--- src/rtl/trace_pkg.sv ---
package trace_pkg;
  typedef enum logic [1:0] {
    ST_IDLE = 2'd0,
    ST_PRE  = 2'd1,
    ST_POST = 2'd2,
    ST_DONE = 2'd3
  } cap_state_e;
endpackage

--- src/rtl/trace_match.sv ---
module trace_match #(
  parameter int TW = 4
) (
  input  logic [TW-1:0] trig,
  input  logic [TW-1:0] mask,
  input  logic [TW-1:0] value,
  input  logic          or_mode,
  output logic          hit
);
  logic [TW-1:0] eq_bits;

  always_comb begin
    eq_bits = ~(trig ^ value);
    if (or_mode) hit = |(mask & eq_bits);   // any selected bit equal
    else         hit = &(~mask | eq_bits);  // all selected bits equal
  end
endmodule

--- src/rtl/trace_mem.sv ---
module trace_mem #(
  parameter int W     = 8,
  parameter int DEPTH = 16,
  localparam int AW   = $clog2(DEPTH)
) (
  input  logic          clk,
  input  logic          we,
  input  logic [AW-1:0] wr_addr,
  input  logic [W-1:0]  wr_data,
  input  logic          rd_en,
  input  logic [AW-1:0] rd_addr,
  output logic [W-1:0]  rd_data
);
  logic [W-1:0] store_q [DEPTH];

  always_ff @(posedge clk) begin
    if (we) store_q[wr_addr] <= wr_data;
  end

  always_ff @(posedge clk) begin
    if (rd_en) rd_data <= store_q[rd_addr];
  end
endmodule

--- src/rtl/trace_ctrl.sv ---
module trace_ctrl
  import trace_pkg::*;
#(
  parameter int DEPTH = 16,
  localparam int AW   = $clog2(DEPTH),
  localparam int CW   = AW + 1,
  localparam int PW   = AW + 8
) (
  input  logic          clk,
  input  logic          rst_n,
  input  logic          arm,
  input  logic          hit,
  input  logic [6:0]    pct,
  input  logic          rd_req,
  output logic          we,
  output logic [AW-1:0] wr_addr,
  output logic          rd_en,
  output logic [AW-1:0] rd_addr,
  output logic          rd_valid,
  output logic          armed,
  output logic          triggered,
  output logic          done,
  output logic [CW-1:0] stored_count,
  output logic [CW-1:0] trig_pos
);
  cap_state_e    st_q, st_d;
  logic [AW-1:0] wp_q, wp_d;
  logic [CW-1:0] wc_q, wc_d;
  logic [CW-1:0] pl_q, pl_d;
  logic [CW-1:0] post_q, post_d;
  logic [CW-1:0] ri_q, ri_d;
  logic          rv_q;

  logic [6:0]    pct_c;
  logic [PW-1:0] prod, pre_raw, pre_c;
  logic [CW-1:0] post_new;
  logic [AW-1:0] oldest;

  // pre/post split from the percentage
  always_comb begin
    pct_c    = (pct > 7'd100) ? 7'd100 : pct;
    prod     = PW'(DEPTH) * PW'(pct_c);
    pre_raw  = prod / PW'(100);
    pre_c    = (pre_raw > PW'(DEPTH - 1)) ? PW'(DEPTH - 1) : pre_raw;
    post_new = CW'(DEPTH) - CW'(pre_c);
  end

  // next-state logic
  always_comb begin
    st_d   = st_q;
    wp_d   = wp_q;
    wc_d   = wc_q;
    pl_d   = pl_q;
    post_d = post_q;
    ri_d   = ri_q;
    we     = 1'b0;
    rd_en  = 1'b0;
    if (arm) begin
      st_d   = ST_PRE;
      wp_d   = '0;
      wc_d   = '0;
      ri_d   = '0;
      post_d = post_new;
      pl_d   = post_new;
    end else if (st_q == ST_PRE || st_q == ST_POST) begin
      we   = 1'b1;
      wp_d = wp_q + AW'(1);
      if (wc_q != CW'(DEPTH)) wc_d = wc_q + CW'(1);
      if (st_q == ST_PRE) begin
        if (hit) begin
          pl_d = post_q - CW'(1);
          st_d = (post_q == CW'(1)) ? ST_DONE : ST_POST;
        end
      end else begin
        pl_d = pl_q - CW'(1);
        if (pl_q == CW'(1)) st_d = ST_DONE;
      end
    end else if (st_q == ST_DONE && rd_req && ri_q < wc_q) begin
      rd_en = 1'b1;
      ri_d  = ri_q + CW'(1);
    end
  end

  // registers
  always_ff @(posedge clk or negedge rst_n) begin
    if (!rst_n) begin
      st_q   <= ST_IDLE;
      wp_q   <= '0;
      wc_q   <= '0;
      pl_q   <= '0;
      post_q <= CW'(DEPTH);
      ri_q   <= '0;
      rv_q   <= 1'b0;
    end else begin
      st_q   <= st_d;
      wp_q   <= wp_d;
      wc_q   <= wc_d;
      pl_q   <= pl_d;
      post_q <= post_d;
      ri_q   <= ri_d;
      rv_q   <= rd_en;
    end
  end

  assign oldest       = wp_q - wc_q[AW-1:0];
  assign wr_addr      = wp_q;
  assign rd_addr      = oldest + ri_q[AW-1:0];
  assign rd_valid     = rv_q;
  assign armed        = (st_q == ST_PRE) || (st_q == ST_POST);
  assign triggered    = (st_q == ST_POST) || (st_q == ST_DONE);
  assign done         = (st_q == ST_DONE);
  assign stored_count = wc_q;
  assign trig_pos     = wc_q - post_q;

  // trigger sample lies inside the stored window
  a_r8_trig_inside: assert property (@(posedge clk) disable iff (!rst_n)
    done |-> (trig_pos < stored_count));

  // frozen once done
  a_r5_frozen: assert property (@(posedge clk) disable iff (!rst_n)
    (st_q == ST_DONE && !arm) |=> ($stable(wp_q) && $stable(wc_q)));

  // a returned sample always answers a request made while done
  a_r7_valid_after_req: assert property (@(posedge clk) disable iff (!rst_n)
    rd_valid |-> ($past(rd_req) && $past(st_q == ST_DONE)));

  // trigger only while a capture runs
  a_r4_trig_from_armed: assert property (@(posedge clk) disable iff (!rst_n)
    $rose(triggered) |-> $past(armed));

  // count never exceeds the ring size
  a_r6_count_bound: assert property (@(posedge clk) disable iff (!rst_n)
    stored_count <= CW'(DEPTH));
endmodule

--- src/rtl/trace_capture_top.sv ---
module trace_capture_top #(
  parameter int W     = 8,
  parameter int TW    = 4,
  parameter int DEPTH = 16,
  localparam int AW   = $clog2(DEPTH),
  localparam int CW   = AW + 1
) (
  input  logic          clk,
  input  logic          rst_n,
  input  logic          arm,
  input  logic [W-1:0]  smp_data,
  input  logic [TW-1:0] trig_in,
  input  logic [TW-1:0] cfg_mask,
  input  logic [TW-1:0] cfg_value,
  input  logic          cfg_or_mode,
  input  logic [6:0]    cfg_pre_pct,
  input  logic          rd_req,
  output logic [W-1:0]  rd_data,
  output logic          rd_valid,
  output logic          st_armed,
  output logic          st_triggered,
  output logic          st_done,
  output logic [CW-1:0] stored_count,
  output logic [CW-1:0] trig_pos
);
  logic          hit;
  logic          we, rd_en;
  logic [AW-1:0] wr_addr, rd_addr;

  trace_match #(.TW(TW)) u_match (
    .trig(trig_in), .mask(cfg_mask), .value(cfg_value),
    .or_mode(cfg_or_mode), .hit(hit)
  );

  trace_ctrl #(.DEPTH(DEPTH)) u_ctrl (
    .clk(clk), .rst_n(rst_n), .arm(arm), .hit(hit), .pct(cfg_pre_pct),
    .rd_req(rd_req), .we(we), .wr_addr(wr_addr), .rd_en(rd_en),
    .rd_addr(rd_addr), .rd_valid(rd_valid), .armed(st_armed),
    .triggered(st_triggered), .done(st_done),
    .stored_count(stored_count), .trig_pos(trig_pos)
  );

  trace_mem #(.W(W), .DEPTH(DEPTH)) u_mem (
    .clk(clk), .we(we), .wr_addr(wr_addr), .wr_data(smp_data),
    .rd_en(rd_en), .rd_addr(rd_addr), .rd_data(rd_data)
  );
endmodule

--- config.mk ---
export PLATFORM = sky130hd
export DESIGN_NAME = trace_capture_top
export DESIGN_NICKNAME = d
export VERILOG_FILES = /design/src/rtl/trace_pkg.sv /design/src/rtl/trace_match.sv /design/src/rtl/trace_mem.sv /design/src/rtl/trace_ctrl.sv /design/src/rtl/trace_capture_top.sv
export SDC_FILE = /design/constraint.sdc
export NUM_CORES = 1
export LEC_CHECK = 0
export BUFFER_PORTS_ARGS = -buffer_cell sky130_fd_sc_hd__clkbuf_2
export CAP_MARGIN = 10
export CORE_ASPECT_RATIO = 0.9
export CORE_MARGIN = 4
export CORE_UTILIZATION = 45
export DETAILED_ROUTE_END_ITERATION = 10
export PLACE_DENSITY = 0.7
export SKIP_LAST_GASP = 1
export SLEW_MARGIN = 10
export SYNTH_ARGS = -nofsm -noshare
export SYNTH_HDL_FRONTEND = slang
export SYNTH_SLANG_ARGS = --single-unit
--- constraint.sdc ---
create_clock -name clk -period 3.44 [get_ports clk]
set_input_delay 0.688 -clock clk [delete_from_list [all_inputs] [get_ports clk]]
set_output_delay 0.688 -clock clk [all_outputs]
set_load 0.03 [all_outputs]
==> impl_metrics.tcl <==
set metrics [dict create \
    worstPathMaxFanout 4 \
    critPathTopFamily "compound AO/OA/AOI/OAI gates" \
    violations "negative setup slack" \
    fin_ws_ns -0.8126 \
    dieArea_um2 20060 \
    cts.sinks 163 \
    post-route-min-period_ns 4.253 \
    ios 54 \
    start_util_pct 45.77 \
    final_max_slew_viol_count 0 \
    routed_wl_mm 18.51 \
    grtUsageTotal_pct 19.28 \
    numCtsBuffers 17 \
    final_common_cell "edfxtp_1" \
    cp.required_ns 3.76 \
    synth.avg_cell_area_um2 14.27 \
    die_w_um 148.9 \
    core_area_um2 17550 \
    final_cell_mix "edfxtp_1, buf_4, clkbuf_2" \
    crit_start "cfg_pre_pct[5]" \
    critPathMostFrequentCell "ha_4" \
    tritoncts "done" \
    fin_skew_ns 0.008817 \
    path_clk_slew_ns 0.06 \
    period_share_pct 123.6 \
    worstSetupPathType "in -> reg" \
    clock.fmax_ghz 0.2352 \
    status "finished with violations" \
    area_growth_pct 26.78 \
    worstPathArrival_ns 4.58 \
    worstRegToRegCells 7 \
    ant_nets 0 \
    power_mw 7.757 \
    reg2reg_from "u_ctrl.stored_count[1]" \
    grt_max_degree 33 \
    drive_above_1_share_pct 37.74 \
    nNetsFinal 781 \
    cp.buffers_inverters 3 \
    slew_headroom_pct 19.01 \
    first_iter_violations 306 \
    rows 46 \
    fin_tns_setup_ns -7.173 \
    tightest_slew_ns 1.206 \
    syn_nets 631 \
    yosys_register_bits 163 \
    synth_edf_count 136 \
    synth_warnings 0 \
    num-fill-cells 1312 \
    antenna_found_initial 0 \
    reg2reg_slack_ns 0.13 \
    synth_ff_type "edfxtp_1" \
    ys_seq_area_share_pct 59.25 \
    place_hpwl_mm 12.22 \
    vdd_drop_max_v 0.0006120 \
    root_buffer "clkbuf_16" \
    async_flop_share_pct 16.56 \
    grt_first_pass_wirelength_mm 29.58 \
    rsz0062_at_grt "yes" \
    pre_cts_slack_ns -1.509 \
    die_y_um 134.8 \
    wl_per_cell_um 19.16 \
    setup.worst_path.start_class "primary input" \
    setup_viol 10 \
    r2r_end "u_mem.rd_data[2]" \
    hold_class "in -> async" \
    clock_path_buffers 2 \
    vias_per_cell 5.480 \
    netlist_area_um2 8035 \
    critPathCaptureType "register" \
    dr.pass1.iters 5 \
    yosys.cell_types.count 69 \
    io_buffers 53 \
    cpPeakStageDelay_ns 0.40 \
    hold_viol_final 0 \
    htree_levels 4 \
    grt_pass1_vias 5518 \
    path_cells "clkbuf_16 -> nand2_8 -> o21bai_4 -> ha_4 -> and3_4 -> o21ai_4 -> o31ai_4 -> mux2i_4 -> ha_2 -> inv_2 -> a21oi_2 -> o21a_1 -> o21ai_2 -> and2_4 -> mux2_4 -> ha_4 -> o22a_1 -> buf_4 -> or4_1 -> a2111o_1 -> o2111ai_1" \
    vias 5294 \
    clk_latency_ns 0.42 \
    overflow 0 \
    leakage_nw 3.898 \
    num_antenna_cells 0 \
    drcViolationCount 0 \
    gp_congestion 0.8484 \
    synthCells 563 \
    p_per_area_nw_per_um2 761.4 \
    critPathSlowestCell "or4_1" \
    cap_violations 0 \
]
[registers in the layout, summed over array words and instances (netlist names)]
name	count
u_mem.store_q	128
u_mem.rd_data	8
u_ctrl.pl_q	5
u_ctrl.post_q	5
u_ctrl.ri_q	5
u_ctrl.stored_count	5
u_ctrl.wr_addr	4
u_ctrl.st_q	2
u_ctrl.rd_valid	1
[Yosys cell counts (all sizes together), types with 13 or more instances]
library cell | count | area share, %
dfrtp | 26 | 8.1
nand2 | 26 | 1.2
a21oi | 22 | 1.4
clkbuf | 13 | 0.61
mux4 | 40 | 11
inv | 41 | 1.9
ha | 32 | 5.0
xnor2 | 17 | 1.9
nor2 | 47 | 2.2
edfxtp | 136 | 51
xor2 | 13 | 1.4
o21ai | 18 | 1.1
[how the worst max path moves through the flow]
stage	endpoint	depth (start not counted)
floorplan	u_ctrl.pl_q[2]	25
global placement	u_ctrl.pl_q[1]	26
detailed placement	u_ctrl.pl_q[2]	25
CTS	u_ctrl.pl_q[1]	25
global route	u_ctrl.post_q[3]	22
finish	u_ctrl.post_q[3]	21
[area by class of cell]
class	instances	area (um^2)	share of cell area, %
Inverter	41	153.9	1.511
Tap cell	240	300.3	2.948
Sequential cell	163	4761	46.73
Multi-Input combinational cell	341	3301	32.40
Timing Repair Buffer	149	1067	10.48
Clock buffer	17	425.4	4.176
Clock inverter	15	178.9	1.756
[power breakdown]
part           switching (mW)  leakage (nW)  internal, mW
clock network           0.769         0.289          1.15
logic                    1.68          2.04          1.68
registers               0.119          1.57          2.36
[layer usage]
metal	wire length, um	global-route usage [%]	part of all wire (%)	vias up
met5	0	0	0	-
met4	184	3.660	0.99	0
met3	1007	4.094	5.4	21
met2	9487	33.25	51	185
met1	7827	25.73	42	2646
li1	-	-	-	2442
[what timing repair did]
action | in CTS | in global routing
setup endpoints to repair | 10 | 10
resized for setup | 23 | 21
pin swaps | 15 | 9
gates cloned | 0 | 0
setup buffers | 10 | 8
hold buffers | 0 | 0
[kinds of logic after synthesis]
family          after synthesis  synth area share, %
flops                       163                59.25
simple gates                138                8.720
compound gates               90                7.817
buf+inv                      59                2.787
mux                          47                12.18
fa+ha+maj                    36                5.979
xor+xnor                     30                3.270
[metrics by stage]
step                      hold slack, ns  cells  area (um^2)  util [%]
after floorplan                   0.3924    563         8165         -
after global placement            0.5260    920         9279     52.86
after detailed placement          0.5529    920         9279     52.86
after CTS                         0.3174    961        10070     57.37
after global routing              0.3415    966        10190     58.03
final                             0.3055    966        10190     58.03
Note: power is estimated with default switching activity, not from simulation.
